### config.mk
export PLATFORM = sky130hd
export DESIGN_NAME = startup_boot_ctrl
export DESIGN_NICKNAME = d
export VERILOG_FILES = /design/src/rtl/startup_boot_pkg.sv /design/src/rtl/rom_copy_engine.sv /design/src/rtl/host_start_flag.sv /design/src/rtl/boot_sequencer.sv /design/src/rtl/startup_boot_ctrl.sv
export SDC_FILE = /design/constraint.sdc
export NUM_CORES = 1
export LEC_CHECK = 0
export ABC_CLOCK_PERIOD_IN_PS = 2000
export BUFFER_PORTS_ARGS = -buffer_cell sky130_fd_sc_hd__buf_2
export CAP_MARGIN = 5
export CORE_ASPECT_RATIO = 1.5
export CORE_MARGIN = 5
export CORE_UTILIZATION = 45
export CTS_CLUSTER_SIZE = 40
export DETAILED_ROUTE_END_ITERATION = 10
export PLACE_DENSITY_LB_ADDON = 0.2
export SYNTH_ARGS = -nofsm -noshare
export SYNTH_HDL_FRONTEND = slang
export SYNTH_SLANG_ARGS = --single-unit
export TNS_END_PERCENT = 5
### constraint.sdc
create_clock -name clk -period 2 [get_ports clk]
set_clock_uncertainty 0.2 [all_clocks]
set_input_delay 0.3 -clock clk [delete_from_list [all_inputs] [get_ports clk]]
set_output_delay 0.3 -clock clk [all_outputs]
set_load 0.01 [all_outputs]
### src/rtl/startup_boot_pkg.sv
package startup_boot_pkg;

   typedef enum logic [1:0] {
      MODE_DIRECT = 2'b00,
      MODE_HOST   = 2'b01,
      MODE_ROM    = 2'b10,
      MODE_RSVD   = 2'b11
   } boot_mode_e;

   typedef enum logic [2:0] {
      SQ_SAMPLE,
      SQ_WAIT_MEM,
      SQ_COPY,
      SQ_WAIT_HOST,
      SQ_RUN
   } seq_state_e;

   typedef enum logic [1:0] {
      PH_SETUP,
      PH_STROBE,
      PH_HOLD
   } rd_phase_e;

   // reserved code falls back to direct start
   function automatic boot_mode_e decode_mode(input logic [1:0] raw);
      boot_mode_e m;
      m = boot_mode_e'(raw);
      if (m == MODE_RSVD) m = MODE_DIRECT;
      return m;
   endfunction

endpackage

### src/rtl/rom_copy_engine.sv
module rom_copy_engine
   import startup_boot_pkg::*;
#(
   parameter int IMAGE_BYTES = 65536,
   parameter int WORD_BYTES  = 4,
   parameter int ADDR_W      = 24,
   parameter int unsigned ROM_BASE = 0,
   parameter int SETUP_CYC   = 4,
   parameter int STROBE_CYC  = 16,
   parameter int HOLD_CYC    = 4,
   localparam int CNT_W      = $clog2(IMAGE_BYTES),
   localparam int WORD_W     = 8 * WORD_BYTES
) (
   input  logic              clk,
   input  logic              rst_n,
   input  logic              start_i,
   output logic              rd_cs_n_o,
   output logic              rd_oe_n_o,
   output logic [ADDR_W-1:0] rd_addr_o,
   input  logic [7:0]        rd_data_i,
   output logic              wr_en_o,
   output logic [CNT_W-1:0]  wr_addr_o,
   output logic [WORD_W-1:0] wr_data_o,
   output logic              done_o
);

   localparam int MAX_A = (SETUP_CYC > STROBE_CYC) ? SETUP_CYC : STROBE_CYC;
   localparam int MAX_T = (MAX_A > HOLD_CYC) ? MAX_A : HOLD_CYC;
   localparam int TIM_W = (MAX_T > 1) ? $clog2(MAX_T) : 1;
   localparam int LANE_W = (WORD_BYTES > 1) ? $clog2(WORD_BYTES) : 1;

   if (IMAGE_BYTES % WORD_BYTES != 0) begin : g_chk_image
      $error("IMAGE_BYTES must be a multiple of WORD_BYTES");
   end
   if ((WORD_BYTES & (WORD_BYTES - 1)) != 0 || WORD_BYTES < 2) begin : g_chk_word
      $error("WORD_BYTES must be a power of two of at least 2");
   end
   if (SETUP_CYC < 1 || STROBE_CYC < 1 || HOLD_CYC < 1) begin : g_chk_tim
      $error("each read timing phase needs at least one cycle");
   end
   if (ADDR_W < CNT_W) begin : g_chk_addr
      $error("ADDR_W too narrow for the image");
   end

   logic             busy_q;
   rd_phase_e        ph_q;
   logic [TIM_W-1:0] tick_q;
   logic [CNT_W-1:0] cnt_q;
   logic [TIM_W-1:0] tick_lim;
   logic             ph_last, strobe_last, hold_last, last_byte;
   logic [LANE_W-1:0] lane_sel;
   logic [WORD_W-1:0] word_c;

   always_comb begin
      unique case (ph_q)
         PH_SETUP:  tick_lim = TIM_W'(SETUP_CYC - 1);
         PH_STROBE: tick_lim = TIM_W'(STROBE_CYC - 1);
         default:   tick_lim = TIM_W'(HOLD_CYC - 1);
      endcase
   end

   assign ph_last     = busy_q && (tick_q == tick_lim);
   assign strobe_last = ph_last && (ph_q == PH_STROBE);
   assign hold_last   = ph_last && (ph_q == PH_HOLD);
   assign last_byte   = (cnt_q == CNT_W'(IMAGE_BYTES - 1));
   assign lane_sel    = cnt_q[LANE_W-1:0];

   always_ff @(posedge clk or negedge rst_n) begin
      if (!rst_n) begin
         busy_q <= 1'b0;
         ph_q   <= PH_SETUP;
         tick_q <= '0;
         cnt_q  <= '0;
      end else if (!busy_q) begin
         if (start_i) begin
            busy_q <= 1'b1;
            ph_q   <= PH_SETUP;
            tick_q <= '0;
            cnt_q  <= '0;
         end
      end else if (ph_last) begin
         tick_q <= '0;
         unique case (ph_q)
            PH_SETUP:  ph_q <= PH_STROBE;
            PH_STROBE: ph_q <= PH_HOLD;
            default: begin
               ph_q  <= PH_SETUP;
               cnt_q <= cnt_q + 1'b1;
               if (last_byte) busy_q <= 1'b0;
            end
         endcase
      end else begin
         tick_q <= tick_q + 1'b1;
      end
   end

   // one capture register per byte lane, low lane first
   for (genvar l = 0; l < WORD_BYTES; l++) begin : g_lane
      logic [7:0] lane_q;
      always_ff @(posedge clk or negedge rst_n) begin
         if (!rst_n)                                  lane_q <= '0;
         else if (strobe_last && lane_sel == LANE_W'(l)) lane_q <= rd_data_i;
      end
      assign word_c[8*l +: 8] = lane_q;
   end

   always_ff @(posedge clk or negedge rst_n) begin
      if (!rst_n) begin
         wr_en_o   <= 1'b0;
         wr_addr_o <= '0;
         wr_data_o <= '0;
         done_o    <= 1'b0;
      end else begin
         wr_en_o   <= hold_last && (lane_sel == LANE_W'(WORD_BYTES - 1));
         wr_addr_o <= cnt_q - CNT_W'(WORD_BYTES - 1);
         wr_data_o <= word_c;
         done_o    <= hold_last && last_byte;
      end
   end

   assign rd_cs_n_o = !busy_q;
   assign rd_oe_n_o = !(busy_q && ph_q == PH_STROBE);
   assign rd_addr_o = ADDR_W'(ROM_BASE) + ADDR_W'(cnt_q);

endmodule

### src/rtl/host_start_flag.sv
module host_start_flag (
   input  logic clk,
   input  logic rst_n,
   input  logic set_i,
   input  logic clr_i,
   input  logic stall_i,
   output logic flag_o,
   output logic int_o
);

   logic arm;
   assign arm = set_i && !flag_o && !clr_i;

   always_ff @(posedge clk or negedge rst_n) begin
      if (!rst_n) begin
         flag_o <= 1'b0;
         int_o  <= 1'b0;
      end else begin
         if (clr_i)    flag_o <= 1'b0;
         else if (arm) flag_o <= 1'b1;
         int_o <= arm && !stall_i;
      end
   end

endmodule

### src/rtl/boot_sequencer.sv
module boot_sequencer
   import startup_boot_pkg::*;
(
   input  logic       clk,
   input  logic       rst_n,
   input  logic [1:0] mode_raw_i,
   input  logic       sdram_used_i,
   input  logic       sdram_ready_i,
   input  logic       host_flag_i,
   input  logic       copy_done_i,
   output logic       copy_start_o,
   output logic       stall_o,
   output logic       done_o
);

   seq_state_e state_q, state_d;
   boot_mode_e mode_c;

   assign mode_c = decode_mode(mode_raw_i);

   always_comb begin
      state_d = state_q;
      unique case (state_q)
         SQ_SAMPLE: begin
            unique case (mode_c)
               MODE_ROM:  state_d = SQ_COPY;
               MODE_HOST: state_d = SQ_WAIT_HOST;
               default:   state_d = SQ_WAIT_MEM;
            endcase
         end
         SQ_WAIT_MEM:  if (!sdram_used_i || sdram_ready_i) state_d = SQ_RUN;
         SQ_COPY:      if (copy_done_i) state_d = SQ_RUN;
         SQ_WAIT_HOST: if (host_flag_i) state_d = SQ_RUN;
         default:      state_d = SQ_RUN;
      endcase
   end

   always_ff @(posedge clk or negedge rst_n) begin
      if (!rst_n) begin
         state_q <= SQ_SAMPLE;
         done_o  <= 1'b0;
      end else begin
         state_q <= state_d;
         done_o  <= (state_d == SQ_RUN) && (state_q != SQ_RUN);
      end
   end

   assign copy_start_o = (state_q == SQ_SAMPLE) && (mode_c == MODE_ROM);
   assign stall_o      = (state_q != SQ_RUN);

endmodule

### src/rtl/startup_boot_ctrl.sv
module startup_boot_ctrl #(
   parameter int IMAGE_BYTES = 65536,
   parameter int WORD_BYTES  = 4,
   parameter int ROM_ADDR_W  = 24,
   parameter int unsigned ROM_BASE = 0,
   parameter int RD_SETUP    = 4,
   parameter int RD_STROBE   = 16,
   parameter int RD_HOLD     = 4,
   localparam int MEM_AW     = $clog2(IMAGE_BYTES),
   localparam int WORD_W     = 8 * WORD_BYTES
) (
   input  logic                  clk,
   input  logic                  rst_n,
   input  logic [1:0]            boot_mode_i,
   input  logic                  sdram_used_i,
   input  logic                  sdram_ready_i,
   output logic                  rom_cs_n_o,
   output logic                  rom_oe_n_o,
   output logic [ROM_ADDR_W-1:0] rom_addr_o,
   input  logic [7:0]            rom_data_i,
   output logic                  mem_we_o,
   output logic [MEM_AW-1:0]     mem_addr_o,
   output logic [WORD_W-1:0]     mem_wdata_o,
   input  logic                  host_start_set_i,
   input  logic                  host_start_clr_i,
   output logic                  host_start_flag_o,
   output logic                  cpu_start_int_o,
   output logic                  cpu_stall_o,
   output logic                  boot_done_o
);

   logic copy_start, copy_done;

   boot_sequencer i_seq (
      .clk           (clk),
      .rst_n         (rst_n),
      .mode_raw_i    (boot_mode_i),
      .sdram_used_i  (sdram_used_i),
      .sdram_ready_i (sdram_ready_i),
      .host_flag_i   (host_start_flag_o),
      .copy_done_i   (copy_done),
      .copy_start_o  (copy_start),
      .stall_o       (cpu_stall_o),
      .done_o        (boot_done_o)
   );

   rom_copy_engine #(
      .IMAGE_BYTES (IMAGE_BYTES),
      .WORD_BYTES  (WORD_BYTES),
      .ADDR_W      (ROM_ADDR_W),
      .ROM_BASE    (ROM_BASE),
      .SETUP_CYC   (RD_SETUP),
      .STROBE_CYC  (RD_STROBE),
      .HOLD_CYC    (RD_HOLD)
   ) i_copy (
      .clk       (clk),
      .rst_n     (rst_n),
      .start_i   (copy_start),
      .rd_cs_n_o (rom_cs_n_o),
      .rd_oe_n_o (rom_oe_n_o),
      .rd_addr_o (rom_addr_o),
      .rd_data_i (rom_data_i),
      .wr_en_o   (mem_we_o),
      .wr_addr_o (mem_addr_o),
      .wr_data_o (mem_wdata_o),
      .done_o    (copy_done)
   );

   host_start_flag i_flag (
      .clk     (clk),
      .rst_n   (rst_n),
      .set_i   (host_start_set_i),
      .clr_i   (host_start_clr_i),
      .stall_i (cpu_stall_o),
      .flag_o  (host_start_flag_o),
      .int_o   (cpu_start_int_o)
   );

endmodule

==> impl_metrics.yaml <==
setup_path:
  crit_path_start: "i_seq.state_q[0]"
  r2r_slack_ps: 5
  arrival_ps: 2070
  worst-path-max-fanout: 6
  worstPathRequired_ps: 2070
  end_kind: "register"
  startpoint_type: "register"
  path_class: "reg2reg"
  timing.rr.start: "i_seq.state_q[0]"
synth:
  synth-simple-area-share: 0.121
  synth_seq_cells: 111
  synth_fa_ha_area_frac: 0.0198
  ys_warn_count: 0
  synthMuxAreaShare: 0.0906
  async_reset_ff_frac: 1.00
  ys.flop_type: "dfrtp_1"
  synth_edf_count: 0
  yosys.area.top_type: "dfrtp_1"
  synthCells: 339
  ys_types: 53
  yosysSeqAreaShare: 0.626
  syn_area_per_cell_um2: 13.1
  yosysTopAreaCellShare: 0.626
  synth_compound_area_frac: 0.0598
  synth_top_family_by_area: "simple AND/OR/NAND/NOR gates"
  syn_area_mm2: 0.00443
  yosys-top-cells-area: "dfrtp_1, mux2_2, xnor2_1"
  synth_xor_area_frac: 0.0375
placed_design:
  pre_cts_slack_ps: -91.6
  gp_congestion: 0.792
  port_buffers: 86
  dpl.cell_count: 562
  dpl-instance-area_mm2: 0.00520
  dpl.hpwl_mm: 6.73
final_layout:
  syn_to_final_growth_pct: 25.9
  stdcell_area_mm2: 0.00558
  fillCellCount: 833
  finalNonFillerCells: 585
  antennaDiodeCount: 0
  drive_gt1_frac: 0.400
  utilization: 0.576
  multiInputGateArea_mm2: 0.00153
  nets: 488
  seqCellArea_mm2: 0.00278
route:
  drt-pass1-iter-count: 4
  num_vias: 3073
  vias_per_cell: 5.25
  drt-initial-drc-count: 73
  drc: 0
  ant_nets: 0
  wl_mm: 9.42
  wire_per_inst_um: 16.1
grt:
  antenna_found_initial: 0
  grt_overflow: 0
  grt_first_pass_wirelength_mm: 15.8
  grt_pass1_vias: 3250
  grt_use_total: 0.162
  grt_max_degree: 36
die:
  initial_core_util: 0.458
  die_area_mm2: 0.0120
  die_h_um: 132
  coreArea_mm2: 0.00969
  ioPinCount: 95
  rows: 44
  fp.dieW_um: 91.1
hold_path:
  min_path_type: "in2reg"
  worstHoldStart: "host_start_set_i"
clock_network:
  clock_latency_ps: 340
  cts.sinks: 111
  clockRootBuffer: "clkbuf_16"
  cts_buffers: 9
  cts_tree: "done"
  cts.reportedPaths.clkPinSlew_ps: 70
  clock_tree.htree_level_count: 3
  clk_path_buf_depth: 2
job:
  cap_violations: 0
timing:
  clock.fmax_mhz: 501
  setup_viol: 0
  tns_ps: 0
  post-route-period-util: 0.997
  rsz0062_at_grt: "yes"
  slew_violations: 0
  finalHoldViolCount: 0
  min_period_ps: 1990
  setup_ws_ps: 5.26
status:
  status: "complete, no violations"
pwr:
  irDropWorstVdd_mv: 0.706
  leakagePower_nw: 2.67
  powerDensity_mw_per_mm2: 1160
## stage by stage
step | power [mW] | hold slack, ps
after detailed placement | 4.71 | 65.2
after global routing | 6.87 | 21.6
final | 6.46 | 21.5
after global placement | 4.67 | 60.2
after floorplan | 3.93 | -196
after CTS | 6.47 | 8.01
## what timing repair did
item                                   4_1_cts  5_1_grt
endpoints found under the hold margin       31        0
hold buffers                                 3        0
gates resized for setup                      0        8
cloned                                       0        1
buffers inserted                             2        1
setup endpoints to repair                    3        8
pin swaps                                    1        4
## cell usage after synthesis (2+ instances only)
| cell | count |
|---|---|
| ha_1 | 7 |
| a22o_1 | 3 |
| nand2_1 | 14 |
| or3_1 | 4 |
| buf_4 | 10 |
| a21oi_1 | 11 |
| nand3_1 | 10 |
| a21o_1 | 2 |
| or4_1 | 5 |
| o211ai_1 | 2 |
| xnor2_1 | 11 |
| o21ai_0 | 5 |
| dfrtp_1 | 111 |
| buf_2 | 5 |
| o31ai_1 | 7 |
| a31oi_1 | 2 |
| nor2b_1 | 5 |
| mux2_2 | 32 |
| nor3_1 | 6 |
| and3_1 | 2 |
| xor2_1 | 8 |
| and2_1 | 2 |
| mux2i_1 | 3 |
| nor4_1 | 2 |
| inv_1 | 7 |
| and4_1 | 3 |
| nor2_1 | 20 |
| clkbuf_1 | 6 |
| nand4b_1 | 3 |
| clkbuf_2 | 2 |
| nand4_1 | 7 |
## power by group
group	internal, mW	switching (mW)	leakage [nW]	total [mW]
registers	2.63	0.264	1.34	2.89
clock network	0.883	0.852	0.142	1.74
logic	0.853	0.983	1.19	1.84
## placed cells by master, fill, tap and decap left out, drive strengths merged, types with 4 or more instances in the layout
cell    count
a21oi      11
and4        4
buf       129
clkbuf     10
conb        8
dfrtp     111
ha          7
inv        13
mux2       33
nand2      15
nand3      10
nand4       7
nor2       20
nor2b       5
nor3        7
o21ai       5
o31ai       7
or3         4
or4         5
xnor2      11
xor2        8
## worst paths after layout
check | endpoint | cells after the start
max | i_copy.cnt_q[11] | 5
max reg2reg | i_copy.cnt_q[11] | 5
max in group asynchronous | i_copy.wr_data_o[9] | 3
min reg2reg | i_copy.wr_data_o[28] | 0
min | i_flag.int_o | 2
min in group asynchronous | i_copy.wr_data_o[15] | 2
## logic make-up (layout without fill, tap and decap cells)
kind of cell    after synthesis  after routing
simple gates                 93             93
mux                          36             36
fa+ha+maj                     7              7
xor+xnor                     19             19
buf+inv                      33            156
compound gates               39             40
other cells                   1              8
flops                       111            111
## critical path, stage by stage, from the launching register on
cell     delay, ps
dfrtp_1        410
nor4b_4        410
a22oi_2        190
buf_4          180
or4_1          390
a21oi_1        140
## metal layers
metal | GRT usage | up-vias | share of wire
met5 | 0 | - | 0
met4 | 0.0677 | 0 | 0.025
met3 | 0.0389 | 24 | 0.057
met2 | 0.280 | 107 | 0.51
met1 | 0.190 | 1507 | 0.40
li1 | - | 1435 | -
## cell type report
type                            count  share of cell area
Clock inverter                      6              0.0103
Clock buffer                       10              0.0410
Tap cell                          115              0.0258
Multi-Input combinational cell    203               0.274
Inverter                            8             0.00538
Timing Repair Buffer              132               0.145
Sequential cell                   111               0.498
## state kept, by name (all words and copies together), names as in the netlist
name                  cells
i_copy.cnt_q             16
i_copy.busy_q             1
i_copy.done_o             1
i_copy.wr_data_o         32
i_copy.tick_q             4
i_seq.done_o              1
i_copy.ph_q               2
i_flag.flag_o             1
i_flag.int_o              1
i_copy.wr_en_o            1
i_seq.state_q             3
i_copy.wr_addr_o         16
i_copy.g_lane.lane_q     32
(Power assumes the default switching activity.)
